==> config.mk <==
export PLATFORM = sky130hd
export DESIGN_NAME = bus_break_matcher
export DESIGN_NICKNAME = d
export VERILOG_FILES = /design/src/rtl/bbm_pkg.sv /design/src/rtl/bbm_regs.sv /design/src/rtl/bbm_match.sv /design/src/rtl/bbm_event.sv /design/src/rtl/bus_break_matcher.sv
export SDC_FILE = /design/constraint.sdc
export NUM_CORES = 1
export LEC_CHECK = 0
export ABC_AREA = 1
export CELL_PAD_IN_SITES_DETAIL_PLACEMENT = 1
export CELL_PAD_IN_SITES_GLOBAL_PLACEMENT = 1
export CORE_MARGIN = 2
export CORE_UTILIZATION = 37
export CTS_BUF_LIST = sky130_fd_sc_hd__clkbuf_8
export CTS_CLUSTER_DIAMETER = 40
export DETAILED_ROUTE_END_ITERATION = 8
export DONT_BUFFER_PORTS = 1
export PLACE_DENSITY = 0.82
export SYNTH_ARGS = -nofsm -noshare
export SYNTH_HDL_FRONTEND = slang
export SYNTH_HIERARCHICAL = 1
export SYNTH_SLANG_ARGS = --single-unit
==> constraint.sdc <==
create_clock -name clk -period 0.9 [get_ports clk]
set_clock_uncertainty 0.1 [all_clocks]
set_input_delay 0.18 -clock clk [delete_from_list [all_inputs] [get_ports clk]]
set_output_delay 0.18 -clock clk [all_outputs]
set_load 0.005 [all_outputs]
==> src/rtl/bbm_pkg.sv <==
package bbm_pkg;
    localparam int SEL_W = 2;

    typedef struct packed {
        logic [SEL_W-1:0] master;
        logic [SEL_W-1:0] kind;
        logic [SEL_W-1:0] dir;
        logic [SEL_W-1:0] size;
    } bbm_cond_t;

    localparam int COND_W = $bits(bbm_cond_t);

    typedef struct packed {
        logic pulse;
        logic flag;
    } bbm_evt_t;
endpackage

==> src/rtl/bbm_regs.sv <==
module bbm_regs
    import bbm_pkg::*;
#(
    parameter int REG_W  = 16,
    parameter int ADDR_W = 2
) (
    input  logic              clk,
    input  logic              rst_n,
    input  logic              standby,
    input  logic              reg_wr,
    input  logic [ADDR_W-1:0] reg_addr,
    input  logic [REG_W-1:0]  reg_wdata,
    input  logic              flag_in,
    output bbm_cond_t         cond_o,
    output logic [REG_W-1:0]  rdata_o,
    output logic              clr_o
);
    localparam logic [ADDR_W-1:0] COND_ADDR = ADDR_W'(0);
    localparam logic [ADDR_W-1:0] STAT_ADDR = ADDR_W'(1);

    bbm_cond_t cond_d, cond_q;
    logic      unused_hi;

    assign unused_hi = ^reg_wdata[REG_W-1:COND_W];

    always_comb begin
        cond_d = cond_q;
        if (standby)
            cond_d = '0;
        else if (reg_wr && reg_addr == COND_ADDR)
            cond_d = bbm_cond_t'(reg_wdata[COND_W-1:0]);
    end

    always_ff @(posedge clk or negedge rst_n) begin
        if (!rst_n) cond_q <= '0;
        else        cond_q <= cond_d;
    end

    always_comb begin
        rdata_o = '0;
        case (reg_addr)
            COND_ADDR: rdata_o[COND_W-1:0] = cond_q;
            STAT_ADDR: rdata_o[0] = flag_in;
            default:   rdata_o = '0;
        endcase
    end

    assign clr_o  = reg_wr && (reg_addr == STAT_ADDR) && reg_wdata[0];
    assign cond_o = cond_q;
endmodule

==> src/rtl/bbm_match.sv <==
module bbm_match
    import bbm_pkg::*;
(
    input  bbm_cond_t        cond,
    input  logic             valid,
    input  logic             is_dma,
    input  logic             is_data,
    input  logic             is_write,
    input  logic [SEL_W-1:0] size,
    output logic             hit
);
    localparam int N_BIN = 3;

    logic [SEL_W-1:0] sel  [N_BIN];
    logic [N_BIN-1:0] attr;
    logic [N_BIN-1:0] field_ok;
    logic             size_ok;

    always_comb begin
        sel[0] = cond.master;
        sel[1] = cond.kind;
        sel[2] = cond.dir;
        attr   = {is_write, is_data, is_dma};
    end

    for (genvar g = 0; g < N_BIN; g++) begin : g_bin
        // bit 0 of a selector accepts attribute value 0, bit 1 accepts value 1
        assign field_ok[g] = (sel[g][0] & ~attr[g]) | (sel[g][1] & attr[g]);
    end

    always_comb begin
        size_ok = (cond.size == '0) || (cond.size == size);
        hit     = valid && (&field_ok) && size_ok;
    end
endmodule

==> src/rtl/bbm_event.sv <==
module bbm_event
    import bbm_pkg::*;
(
    input  logic clk,
    input  logic rst_n,
    input  logic hit,
    input  logic clr,
    output logic pulse_o,
    output logic flag_o
);
    bbm_evt_t evt_d, evt_q;

    always_comb begin
        evt_d       = evt_q;
        evt_d.pulse = hit;
        if (hit)      evt_d.flag = 1'b1;
        else if (clr) evt_d.flag = 1'b0;
    end

    always_ff @(posedge clk or negedge rst_n) begin
        if (!rst_n) evt_q <= '0;
        else        evt_q <= evt_d;
    end

    assign pulse_o = evt_q.pulse;
    assign flag_o  = evt_q.flag;
endmodule

==> src/rtl/bus_break_matcher.sv <==
module bus_break_matcher
    import bbm_pkg::*;
#(
    parameter int REG_W  = 16,
    parameter int ADDR_W = 2
) (
    input  logic              clk,
    input  logic              rst_n,
    input  logic              standby_mod,
    input  logic              standby_sw,
    input  logic              reg_wr,
    input  logic [ADDR_W-1:0] reg_addr,
    input  logic [REG_W-1:0]  reg_wdata,
    output logic [REG_W-1:0]  reg_rdata,
    input  logic              cyc_valid,
    input  logic              cyc_dma,
    input  logic              cyc_data,
    input  logic              cyc_write,
    input  logic [1:0]        cyc_size,
    output logic              brk_pulse,
    output logic              brk_flag
);
    bbm_cond_t cond;
    logic      hit;
    logic      clr;
    logic      standby;

    assign standby = standby_mod | standby_sw;

    bbm_regs #(.REG_W(REG_W), .ADDR_W(ADDR_W)) u_regs (
        .clk      (clk),
        .rst_n    (rst_n),
        .standby  (standby),
        .reg_wr   (reg_wr),
        .reg_addr (reg_addr),
        .reg_wdata(reg_wdata),
        .flag_in  (brk_flag),
        .cond_o   (cond),
        .rdata_o  (reg_rdata),
        .clr_o    (clr)
    );

    bbm_match u_match (
        .cond    (cond),
        .valid   (cyc_valid),
        .is_dma  (cyc_dma),
        .is_data (cyc_data),
        .is_write(cyc_write),
        .size    (cyc_size),
        .hit     (hit)
    );

    bbm_event u_event (
        .clk    (clk),
        .rst_n  (rst_n),
        .hit    (hit),
        .clr    (clr),
        .pulse_o(brk_pulse),
        .flag_o (brk_flag)
    );
endmodule

==> impl_metrics.tcl <==
set metrics [dict create \
    synth_area_um2 692 \
    nets 149 \
    cts_max_level 1 \
    netlist_top_cells_count "nand2_1 (29), inv_1 (19), dfrtp_1 (10), nand3_1 (9), nor2_1 (9)" \
    dieArea_um2 2230 \
    diodes 0 \
    synth-edff-count 0 \
    grt_pass1_wl_mm 2.89 \
    cellLeakagePower_nw 0.469 \
    fp.coreArea_um2 1750 \
    grt_use_total 0.197 \
    setup.worst_path.end_class "output port" \
    start_kind "flop" \
    cts_buffer_depth 2 \
    insertion_delay_ns 0.24 \
    clkPwrFrac 0.442 \
    p_comb_frac 0.119 \
    violations "hold timing, setup timing" \
    setup_ws_ns -0.269 \
    power.switching_mw 0.262 \
    firstDrtPassIters 4 \
    timing.critical_path.mode_cell "nand2_2" \
    syn2layout_area_growth_pct 36.0 \
    synth_top_area_share 0.362 \
    hpwlAfterDp_mm 1.43 \
    final_cell_area_um2 941 \
    final_cell_count_no_fill 143 \
    cts-root-buf "clkbuf_8" \
    grt_max_degree 17 \
    fin_total_pwr_mw 1.05 \
    routabilityCongestion 0.678 \
    start_util 0.396 \
    cp_max_fo 3 \
    power_density_nw_per_um2 1120 \
    setup_viol 16 \
    placed_cells 134 \
    status "finished, violations left" \
    critPathArrivalTime_ns 0.89 \
    drt_iter0_drc 5 \
    fin_crit_sh 1.30 \
    drc 0 \
    slew_violations 0 \
    netlist_instances 104 \
    worst_hold_path_type "in -> reg" \
    cts_inserted_buffers 3 \
    wl_per_cell_um 14.4 \
    n_fill_cell 230 \
    placed_area_um2 736 \
    yosysWarnings 6 \
    antenna_found_initial 0 \
    hold_viol 2 \
    synth_seq_cells 10 \
    cp.required_ns 0.62 \
    avgSynthCellArea_um2 6.65 \
    p_int_mw 0.791 \
    grt-ovfl-total 0 \
    critPathLaunch "u_regs/cond_o[0]" \
    fmax_mhz 856 \
    ys_top_cells_by_area "dfrtp_1 (36%), nand2_1 (16%), inv_1 (10%)" \
    synthDistinctLibCells 14 \
    critical_path_class "reg -> out" \
    switching_share 0.249 \
    die_h_um 47.2 \
    wirelength_mm 2.06 \
    path_clk_slew_ns 0.05 \
    synth-main-ff-cell "dfrtp_1" \
    place_ws_ns -0.137 \
    grt_pass1_vias 668 \
    yosysSeqAreaShare 0.362 \
    min_from "reg_wr" \
    ir_worst_vdd_mv 0.903 \
    finalCriticalPeriod_ns 1.17 \
    regArea_um2 250 \
    drv_cap 0 \
    postLayoutCoreUtil 0.539 \
    vias_per_cell 4.83 \
    ant_nets 0 \
    crit_slowest_cell "dfrtp_1" \
    crit_chain "buf_6 -> nand2_2 -> nand2_2" \
    io_pins 47 \
    critPathMaxStageDelay_ns 0.41 \
    hold_ws_ns -0.00675 \
    power_frac_seq 0.438 \
    vias 690 \
    rows 15 \
    die_w_um 47.2 \
    drive_gt1_frac 0.398 \
    multi_input_area_um2 370 \
    async_reset_ff_frac 1.00 \
    port-buffer-count 0 \
    cts_tree "done" \
    rsz0062_at_grt "yes" \
    yosysTopAreaCell "dfrtp_1" \
    yosysMostFrequentCell "nand2_1" \
    clock_sink_count 10 \
    r2r_start "u_regs/cond_o[3]" \
]
-- layer usage --
layer,GRT usage,vias up,share of wire
met5,0,-,0
met2,0.349,27,0.56
met3,0.0346,6,0.054
li1,-,326,-
met1,0.211,331,0.35
met4,0.133,0,0.032
-- path summary, 6_finish.rpt --
path,endpoint,slack (ns),cells after the start
max in group asynchronous,u_event/flag_o,0.17,1
setup / recovery,reg_rdata[0],-0.27,3
min in group asynchronous,u_regs/cond_o[3],0.22,1
hold reg to reg,u_event/flag_o,0.47,2
setup reg to reg,u_event/flag_o,-0.24,8
hold / removal,u_regs/cond_o[5],-0.007,2
-- layout by cell type, fill, tap and decap left out --
cell	netlist	layout
nand2_2	2	4
buf_6	1	13
nor2_4	0	2
nor2_2	3	8
buf_4	8	1
dfrtp_1	10	10
nand4_1	8	8
inv_2	2	7
nand3_2	0	6
inv_1	19	12
nand2_1	29	27
inv_4	0	2
nand3_1	9	3
conb_1	1	8
nor2_1	9	2
dlygate4sd3_1	0	1
clkbuf_8	0	3
a21oi_2	1	1
-- what timing repair did --
action / in CTS / in global routing
hold endpoints to repair: 10 / 0
endpoints found under the setup margin: 11 / 19
pin swaps: 8 / 7
buffers inserted: 5 / 0
hold buffers: 1 / 0
resized for setup: 24 / 15
-- power groups by stage --
stage	logic (mW)	registers [mW]	clock network, mW
2_1_floorplan	0.100	0.467	0
3_3_place_gp	0.0829	0.467	0
3_5_place_dp	0.0871	0.467	0
4_1_cts	0.113	0.462	0.453
5_1_grt	0.140	0.462	0.491
6_report	0.126	0.462	0.466
-- metrics by stage --
step / hold WS, ns / TNS [ns]
floorplan: -0.216 / -0.0493
global placement: -0.215 / -0.468
detailed placement: -0.215 / -0.718
CTS: 0.000213 / -2.39
global route: -0.00161 / -3.09
finish: -0.00675 / -2.41
-- final cells by class --
type / instances / share of cell area
tap: 25 / 0.0332
sequential: 10 / 0.266
timing repair buffer: 15 / 0.174
inverter: 21 / 0.0891
multi-input combinational: 69 / 0.394
clock buffer: 3 / 0.0439
-- cell families after synthesis --
| group | share of synthesized area |
|---|---|
| and+or+nand+nor | 0.389 |
| other | 0.00542 |
| DFF | 0.362 |
| AOI/OAI and AO/OA | 0.0127 |
| buffers and inverters | 0.231 |
-- registers in the layout, indices dropped and copies added (netlist names) --
signal and cells:
u_regs/cond_o 8, u_event/flag_o 1, u_event/pulse_o 1
-- critical path, delay by kind of cell, from the launching register on --
family / cells / cell delay, ns
AND/OR/NAND/NOR: 2 / 0.11
flip-flops: 1 / 0.41
buffers and inverters: 1 / 0.13
(Power assumes the default switching activity.)
